**config.mk**
```make
export PLATFORM = sky130hd
export DESIGN_NAME = arc_attack_ctrl
export DESIGN_NICKNAME = d
export VERILOG_FILES = /design/src/rtl/arc_pkg.sv /design/src/rtl/arc_ip_channel.sv /design/src/rtl/arc_irq_ctrl.sv /design/src/rtl/arc_attack_ctrl.sv
export SDC_FILE = /design/constraint.sdc
export NUM_CORES = 1
export LEC_CHECK = 0
export BUFFER_PORTS_ARGS = -buffer_cell sky130_fd_sc_hd__buf_2
export CORE_UTILIZATION = 54
export DETAILED_ROUTE_END_ITERATION = 12
export PLACE_DENSITY = 0.75
export SLEW_MARGIN = 30
export SYNTH_ARGS = -nofsm -noshare
export SYNTH_HDL_FRONTEND = slang
export SYNTH_SLANG_ARGS = --single-unit
```
**constraint.sdc**
```tcl
create_clock -name clk -period 2.54 [get_ports clk]
set_input_delay 0 -clock clk [delete_from_list [all_inputs] [get_ports clk]]
set_output_delay 0 -clock clk [all_outputs]
set_load 0.005 [all_outputs]
```
**src/rtl/arc_pkg.sv**
```systemverilog
package arc_pkg;
  typedef enum logic [1:0] {
    MODE_NORMAL  = 2'b00,
    MODE_RDONLY  = 2'b01,
    MODE_ERRCODE = 2'b10
  } prot_mode_e;
endpackage

```
**src/rtl/arc_ip_channel.sv**
```systemverilog
// One protected IP: severity-merged mode plus quiet-window countdown.
module arc_ip_channel
  import arc_pkg::*;
#(
  parameter int CNT_W = 16
) (
  input  logic             clk,
  input  logic             rst_n,
  input  logic             attack_i,
  input  logic             critical_i,
  input  logic [CNT_W-1:0] quiet_len_i,
  output logic [1:0]       mode_o
);
  localparam logic [CNT_W-1:0] ONE = CNT_W'(1);

  prot_mode_e       mode_q, mode_nx, target;
  logic [CNT_W-1:0] cnt_q, cnt_nx, len_eff;
  logic             upd_en;

  always_comb begin
    target  = critical_i ? MODE_ERRCODE : MODE_RDONLY;
    len_eff = (quiet_len_i == '0) ? ONE : quiet_len_i;
    mode_nx = mode_q;
    cnt_nx  = cnt_q;
    upd_en  = attack_i || (mode_q != MODE_NORMAL);
    if (attack_i) begin
      // severity never drops on an attack
      mode_nx = (mode_q == MODE_ERRCODE) ? MODE_ERRCODE : target;
      cnt_nx  = len_eff;
    end else if (mode_q != MODE_NORMAL) begin
      if (cnt_q <= ONE) begin
        mode_nx = MODE_NORMAL;
        cnt_nx  = '0;
      end else begin
        cnt_nx = cnt_q - ONE;
      end
    end
  end

  always_ff @(posedge clk or negedge rst_n) begin
    if (!rst_n) begin
      mode_q <= MODE_NORMAL;
      cnt_q  <= '0;
    end else if (upd_en) begin
      mode_q <= mode_nx;
      cnt_q  <= cnt_nx;
    end
  end

  assign mode_o = mode_q;
endmodule

```
**src/rtl/arc_irq_ctrl.sv**
```systemverilog
// Pending-attack bitmap (drives reconfiguration enables) and level interrupt.
module arc_irq_ctrl #(
  parameter int NUM_FW = 8
) (
  input  logic              clk,
  input  logic              rst_n,
  input  logic [NUM_FW-1:0] attack_i,
  input  logic              irq_clr_i,
  output logic [NUM_FW-1:0] recfg_en_o,
  output logic              irq_o
);
  logic [NUM_FW-1:0] pend_q, pend_nx;
  logic              irq_q, irq_nx, any_atk, upd_en;

  always_comb begin
    any_atk = |attack_i;
    upd_en  = any_atk || irq_clr_i;
    pend_nx = irq_clr_i ? attack_i : (pend_q | attack_i);
    irq_nx  = any_atk || (irq_q && !irq_clr_i);
  end

  always_ff @(posedge clk or negedge rst_n) begin
    if (!rst_n) begin
      pend_q <= '0;
      irq_q  <= 1'b0;
    end else if (upd_en) begin
      pend_q <= pend_nx;
      irq_q  <= irq_nx;
    end
  end

  assign recfg_en_o = pend_q;
  assign irq_o      = irq_q;
endmodule

```
**src/rtl/arc_attack_ctrl.sv**
```systemverilog
module arc_attack_ctrl #(
  parameter int NUM_FW = 8,
  parameter int CNT_W  = 16
) (
  input  logic                clk,
  input  logic                rst_n,
  input  logic [NUM_FW-1:0]   attack_i,
  input  logic [NUM_FW-1:0]   critical_i,
  input  logic [CNT_W-1:0]    quiet_len_i,
  input  logic                irq_clr_i,
  output logic [2*NUM_FW-1:0] mode_o,
  output logic [NUM_FW-1:0]   recfg_en_o,
  output logic                irq_o
);
  localparam int MODE_W = 2 * NUM_FW;

  generate
    if (NUM_FW < 1 || NUM_FW > 16) begin : g_bad_cfg
      initial $error("NUM_FW must be in 1..16");
    end
  endgenerate

  logic [MODE_W-1:0] mode_w;

  for (genvar g = 0; g < NUM_FW; g++) begin : g_chan
    arc_ip_channel #(.CNT_W(CNT_W)) chan_i (
      .clk        (clk),
      .rst_n      (rst_n),
      .attack_i   (attack_i[g]),
      .critical_i (critical_i[g]),
      .quiet_len_i(quiet_len_i),
      .mode_o     (mode_w[2*g +: 2])
    );
  end

  arc_irq_ctrl #(.NUM_FW(NUM_FW)) irq_i (
    .clk       (clk),
    .rst_n     (rst_n),
    .attack_i  (attack_i),
    .irq_clr_i (irq_clr_i),
    .recfg_en_o(recfg_en_o),
    .irq_o     (irq_o)
  );

  assign mode_o = mode_w;
endmodule

```
==> results.ini, run 1 <==
[timing]
worst_slack_ps=24.94
skew_ps=6.026
finalHoldViolCount=0
setup_viol=0
tightest_slew_ps=858.3
relSlewSlack_pct=42.25
final.period_utilization_pct=99.02
fin_crit_ps=2515
slew_violations=0
whs_ps=19.00
fmax_mhz=397.6

[yosys]
ys.flop_type=dfrtp_1
synth.net_count=1157
synth_cell_types=68
syn_avg_cell_area_um2=8.480
netlist_area_um2=9379
async_reset_ff_share_pct=100.0
synth-seq-area-share_pct=40.82
synth_edf_count=0
ys_warn_count=0
netlist_instances=1106
synth_seq_cells=153

[global_route]
grtUsageTotal_pct=30.74
first_global_vias=8431
antenna_found_initial=0
grt_max_degree=83
grt_pass1_wl_um=43040
grt_remaining_overflow=0

[route]
routedWlPerCell_um=18.68
drc=0
viasPerCell=6.450
drt_iter0_drc=880
routed_wl_um=26590
first_pass_iters=6
num_vias=9178
final_antenna_net_count=0

[layout]
stdcell_count=1423
final_nets=1242
fin_area_um2=10920
syn_to_final_growth_pct=16.42
antennaDiodeCount=0
fin_util_pct=65.15
drive_above_1_share_pct=17.71

[clock_tree]
clk_latency_ps=430
clock_sinks=153
cts-root-buf=clkbuf_16
cts_buffers=17
cts_tree=yes
clkTransAtPathRegs_ps=60
cts_buffer_depth=2
htreeDepth=4

[setup_path]
r2r_cells=6
crit_chain=or4_4 > or3_4 > or4_4 > buf_8 > a221oi_4 > a21oi_1
crit_path_start_kind=flip-flop
crit_arrival_ps=2810
rr_endpoint=g_chan[3].chan_i.cnt_q[11]$_DFFE_PN0P_
rrSetupSlack_ps=20
crit_required_ps=2830
crit_slowest_cell=or4_4
endpoint_kind=flip-flop
cpMostUsedCell=or4_4
path_max_fanout=8
r2r_start=g_chan[3].chan_i.cnt_q[12]$_DFFE_PN0P_
worst-setup-path-type=reg -> reg
crit_path_max_incr_delay_ps=590

[die]
io_pins=60
fp.dieW_um=133.8
core_area_um2=16760
initial_core_util_pct=55.96
design.die.area_um2=17900
die_h_um=133.8
num_rows=47

[worst_hold_path]
min_to=g_chan[2].chan_i.cnt_q[9]$_DFFE_PN0P_
hold_class=in -> reg
min-delay-start=quiet_len_i[9]
hold_depth=3

[pwr]
power_leakage_nw=4.484
clockPowerShare_pct=34.3
p_comb_share_pct=21.8
internal_power_mw=4.755
p_sw_mw=2.203
p_per_area_nw_per_um2=637.2
switching_share_pct=31.67
ir_worst_vdd_uv=513.0
seq_power_share_pct=43.9

[placed_design]
pre_cts_ws_ps=-17.45
gp_congestion=0.8877
dp_hpwl_um=17170
dp.cells=1373
placed_cell_area_um2=10110
numPortBuffers=59

[flow_run]
maxCapViolations=0

[status]
status=finished clean

[layout by cell type (no fill, tap or decap), types with 13 or more instances in the layout]
master / instances
nand2_1: 112
clkbuf_16: 17
buf_2: 58
ha_1: 16
a21o_1: 17
a21oi_1: 94
inv_1: 47
a22oi_1: 37
nor4_1: 36
dlygate4sd3_1: 18
mux2_2: 19
or2_2: 14
nor3_1: 37
a31oi_1: 13
dfrtp_1: 153
o21ai_0: 85
nand3_1: 30
nor2_1: 105
buf_4: 55
or4_1: 16
[layer usage]
layer  part of all wire [%]  vias to the layer above  GRT usage [%]
li1                       -                     4309              -
met4                    2.5                        0          11.99
met1                     45                     4466          43.50
met3                    6.8                       53          5.064
met5                      0                        -              0
met2                     45                      350          47.21
[worst max-delay path, delay by kind of cell (launching register included)]
kind / cells / cell delay [ps]
AO/OA/AOI/OAI: 2 / 320
buffers and inverters: 1 / 170
flip-flops: 1 / 420
AND/OR/NAND/NOR: 3 / 1460
[Yosys cell counts, types with 5 or more instances]
cell | instances | area share (%)
nand3_1 | 30 | 1.6
nor4_1 | 36 | 2.4
clkbuf_1 | 56 | 2.2
a31oi_1 | 13 | 0.87
o31ai_1 | 11 | 0.88
ha_1 | 16 | 2.1
a22oi_1 | 37 | 3.0
or4_1 | 17 | 1.4
a221o_1 | 10 | 1.1
mux2_2 | 19 | 2.3
buf_1 | 6 | 0.24
dfrtp_1 | 153 | 41
and3_1 | 6 | 0.40
a31o_2 | 6 | 0.56
a32oi_1 | 7 | 0.65
nand3b_1 | 5 | 0.40
or3b_2 | 8 | 0.75
o21ai_0 | 86 | 4.6
o41ai_1 | 5 | 0.47
o211ai_1 | 10 | 0.80
or2_2 | 14 | 0.93
a21oi_1 | 94 | 5.0
nor3_1 | 38 | 2.0
o311ai_0 | 9 | 0.84
a21o_1 | 17 | 1.4
inv_1 | 47 | 1.9
nor2_1 | 105 | 4.2
or3_1 | 14 | 0.93
nand2_1 | 112 | 4.5
mux2i_1 | 10 | 1.1
nand4_1 | 6 | 0.40
a221oi_1 | 15 | 1.4
nor2b_1 | 7 | 0.47
[per-stage QoR]
stage,setup TNS (ps),power [mW]
after floorplan,0,4.008
after global placement,0,4.489
after detailed placement,-25.19,4.534
after CTS,0,6.947
after global routing,-24.39,7.332
final,0,6.958
[worst max-delay path by stage]
stage / to / cells after the start / from
after floorplan: g_chan[2].chan_i.cnt_q[1]$_DFFE_PN0P_ / 7 / g_chan[2].chan_i.cnt_q[4]$_DFFE_PN0P_
after global placement: g_chan[2].chan_i.cnt_q[11]$_DFFE_PN0P_ / 5 / g_chan[2].chan_i.cnt_q[6]$_DFFE_PN0P_
after detailed placement: g_chan[2].chan_i.cnt_q[7]$_DFFE_PN0P_ / 5 / g_chan[2].chan_i.cnt_q[6]$_DFFE_PN0P_
after CTS: g_chan[3].chan_i.cnt_q[14]$_DFFE_PN0P_ / 6 / g_chan[3].chan_i.cnt_q[12]$_DFFE_PN0P_
after global routing: g_chan[3].chan_i.cnt_q[11]$_DFFE_PN0P_ / 6 / g_chan[3].chan_i.cnt_q[12]$_DFFE_PN0P_
final: g_chan[3].chan_i.cnt_q[11]$_DFFE_PN0P_ / 6 / g_chan[3].chan_i.cnt_q[12]$_DFFE_PN0P_
[flip-flops by register name (all words and copies together), names as in the netlist]
register              cells
g_chan.chan_i.cnt_q     128
g_chan.chan_i.mode_o     16
irq_i.recfg_en_o          8
irq_i.irq_o               1
[what timing repair did]
item	in CTS	in global routing
hold buffers	18	0
pin swaps	0	2
setup buffers	0	1
hold endpoints to repair	120	0
gates cloned	0	0
resized for setup	2	12
setup endpoints to repair	3	14
[layout make-up]
| type | instances | area (um2) |
|---|---|---|
| fill | 1450 | 5841 |
| multi-input combinational | 836 | 5160 |
| sequential | 153 | 3829 |
| timing repair buffer | 134 | 929.6 |
| clock buffer | 24 | 471.7 |
| tap | 220 | 275.3 |
| inverter | 49 | 183.9 |
| clock inverter | 7 | 70.07 |
[kinds of logic after synthesis]
kind of cell    share of synthesized area, %
fa+ha+maj                              2.134
mux                                    3.349
xor+xnor                              0.1868
compound gates                         25.72
simple gates                           22.89
buf+inv                                4.896
flops                                  40.82
[power by group through the flow]
stage / logic (mW) / registers (mW) / clock network, mW
2_1_floorplan: 0.996 / 3.01 / 0
3_3_place_gp: 1.42 / 3.07 / 0
3_5_place_dp: 1.46 / 3.08 / 0
4_1_cts: 1.49 / 3.04 / 2.41
5_1_grt: 1.70 / 3.10 / 2.53
6_report: 1.52 / 3.05 / 2.39
Note: power is estimated with default switching activity, not from simulation.
==> run 2: changes to the inputs <==
==> constraint.sdc (replaced) <==
create_clock -name clk -period 2.54 [get_ports clk]
set_input_delay 0.635 -clock clk [delete_from_list [all_inputs] [get_ports clk]]
set_output_delay 0.635 -clock clk [all_outputs]
set_load 0.005 [all_outputs]
==> run 2 against run 1 <==
Against the previous run: global-route usage is 1.4 points higher; clock skew is 7.8 ps higher; worst hold slack better by 130 ps; combinational power hardly changed; final cell count is 0.56% lower; critical path depth stayed put; sequential share of layout area is 0.16 points higher; register-to-register slack better by 20 ps; worst setup slack better by 16 ps; fmax is 0.64% higher; largest power group unchanged.
==> results.ini, run 2 (synthesis results as in run 1) <==
[route]
routedLengthMet1_um=12190  ; was 12010 um
first_pass_iters=6  ; unchanged
top_layer=met4  ; unchanged
drt_iter0_drc=758  ; was 880
viasPerCell=6.518  ; was 6.450
final_antenna_net_count=0  ; unchanged
wl_met3_um=2407  ; was 1818 um
wl_met2_um=12490  ; was 12090 um
routed_wl_um=27880  ; was 26590 um
num_vias=9223  ; was 9178
drc=0  ; unchanged
routedWlPerCell_um=19.71  ; was 18.68 um

[setup_path]
critPathTopFamily=simple AND/OR/NAND/NOR gates  ; unchanged
crit_slowest_cell=or4_4  ; unchanged
rrSetupSlack_ps=40  ; was 20 ps
worst-setup-path-type=reg -> reg  ; unchanged
crit_path_start_kind=flip-flop  ; unchanged
endpoint_kind=flip-flop  ; unchanged
cpMostUsedCell=or4_4  ; unchanged
crit_path_max_incr_delay_ps=570  ; was 590 ps
crit_chain=or4_4 > or3_1 > or4_4 > buf_6 > a221oi_1 > a21oi_1  ; was or4_4 > or3_4 > or4_4 > buf_8 > a221oi_4 > a21oi_1
crit_arrival_ps=2800  ; was 2810 ps
path_max_fanout=11  ; was 8
crit_buf_inv=1  ; unchanged
crit_required_ps=2840  ; was 2830 ps

[layout]
drive_above_1_share_pct=18.58  ; was 17.71%
syn_to_final_growth_pct=15.90  ; was 16.42%
mostFrequentLayoutCell=dfrtp_1  ; unchanged
final_nets=1235  ; was 1242
layout_common_cells=dfrtp_1 (153), nand2_1 (112), nor2_1 (105), a21oi_1 (94), o21ai_0 (86)  ; was dfrtp_1 (153), nand2_1 (112), nor2_1 (105), a21oi_1 (94), o21ai_0 (85)
top_register=g_chan.chan_i.cnt_q  ; unchanged
largest_reg_flops=128  ; unchanged
antennaDiodeCount=0  ; unchanged
fin_util_pct=64.86  ; was 65.15%
fin_area_um2=10870  ; was 10920 um2

[worst_hold_path]
hold_class=in -> async  ; was in -> reg

[die]
initial_core_util_pct=55.96  ; unchanged
design.die.area_um2=17900  ; unchanged
core_area_um2=16760  ; unchanged
io_pins=60  ; unchanged
num_rows=47  ; unchanged
die_h_um=133.8  ; unchanged
fp.dieW_um=133.8  ; unchanged

[pwr]
power_leakage_nw=4.499  ; was 4.484 nW
p_comb_share_pct=21.1  ; was 21.8%
p_per_area_nw_per_um2=668.3  ; was 637.2 nW/um2
ir_worst_vdd_uv=537.6  ; was 513.0 uV
seq_power_share_pct=42.1  ; was 43.9%
switching_share_pct=30.61  ; was 31.67%
p_sw_mw=2.224  ; was 2.203 mW
internal_power_mw=5.041  ; was 4.755 mW
clockPowerShare_pct=36.8  ; was 34.3%

[placed_design]
placed_cell_area_um2=10220  ; was 10110 um2
numPortBuffers=59  ; unchanged
dp_hpwl_um=18490  ; was 17170 um
gp_congestion=0.9487  ; was 0.8877

[clock_tree]
clk_latency_ps=440  ; was 430 ps
cts_buffer_depth=2  ; unchanged
cts_buffers=17  ; unchanged
cts_tree=yes  ; unchanged
htreeDepth=4  ; unchanged
clock_sinks=153  ; unchanged
cts-root-buf=clkbuf_16  ; unchanged
clkTransAtPathRegs_ps=60  ; about the same

[global_route]
grt_remaining_overflow=0  ; unchanged
grt_pass1_wl_um=44830  ; was 43040 um
first_global_vias=8597  ; was 8431
grtUsageTotal_pct=32.19  ; was 30.74%
grt_max_degree=53  ; was 83
antenna_found_initial=0  ; unchanged

[flow_run]
maxCapViolations=0  ; unchanged

[timing]
tightest_slew_ps=899.8  ; was 858.3 ps
fmax_mhz=400.1  ; was 397.6 MHz
finalHoldViolCount=0  ; unchanged
skew_ps=13.78  ; was 6.026 ps
fin_crit_ps=2499  ; was 2515 ps
slew_violations=0  ; unchanged
final.period_utilization_pct=98.39  ; was 99.02%
totalNegativeSetupSlack_ps=0  ; unchanged
setup_viol=0  ; unchanged
relSlewSlack_pct=39.79  ; was 42.25%
grt_setup_unrepaired=true

[status]
status=finished clean  ; unchanged

run 2: repair_timing:
action                     4_1_cts  5_1_grt
gates resized for setup          1        7
setup endpoints to repair        2       11
hold buffers                     0        0
setup buffers                    0        0
run 2: metal layers:
layer,track usage [%],vias to the layer above
met1,44.61,4469
met4,12.25,0
li1,-,4290
met5,0,-
met3,7.029,58
met2,49.31,406
run 2: through the flow:
stage / hold WS [ps] / power, mW / std cells / setup WS (ps)
after floorplan: 339.4 / 4.008 / 1106 / 75.95
after global placement: 456.5 / 4.517 / 1385 / 69.43
after detailed placement: 463.4 / 4.570 / 1385 / 15.22
after CTS: 171.3 / 7.253 / 1415 / 26.34
after global routing: 187.5 / 7.604 / 1415 / -21.58
final: 153.2 / 7.265 / 1415 / 40.83
run 2: area by class of cell:
type / count / area [um2]
Fill cell: 1444 / 5889
Multi-Input combinational cell: 836 / 5132
Sequential cell: 153 / 3829
Timing Repair Buffer: 127 / 840.8
Clock buffer: 22 / 464.2
Tap cell: 220 / 275.3
Inverter: 49 / 183.9
Clock inverter: 8 / 145.1
run 2: final timing paths:
check | startpoint | to | cells past startpoint
worst max-delay path | g_chan[3].chan_i.cnt_q[12]$_DFFE_PN0P_ | g_chan[3].chan_i.cnt_q[6]$_DFFE_PN0P_ | 6
worst min-delay path | rst_n | g_chan[6].chan_i.cnt_q[3]$_DFFE_PN0P_ | 1
worst max register to register | g_chan[3].chan_i.cnt_q[12]$_DFFE_PN0P_ | g_chan[3].chan_i.cnt_q[6]$_DFFE_PN0P_ | 6
worst min register to register | irq_i.recfg_en_o[6]$_DFFE_PN0P_ | irq_i.recfg_en_o[6]$_DFFE_PN0P_ | 1
max in group asynchronous | rst_n | irq_i.recfg_en_o[4]$_DFFE_PN0P_ | 2
min in group clk | critical_i[5] | g_chan[5].chan_i.mode_o[1]$_DFFE_PN0P_ | 3
run 2: power by group through the flow:
stage	logic, mW	clock network, mW	registers (mW)
3_5_place_dp	1.49	0	3.08
4_1_cts	1.51	2.70	3.04
3_3_place_gp	1.45	0	3.07
6_report	1.53	2.68	3.06
2_1_floorplan	0.996	0	3.01
5_1_grt	1.70	2.80	3.10
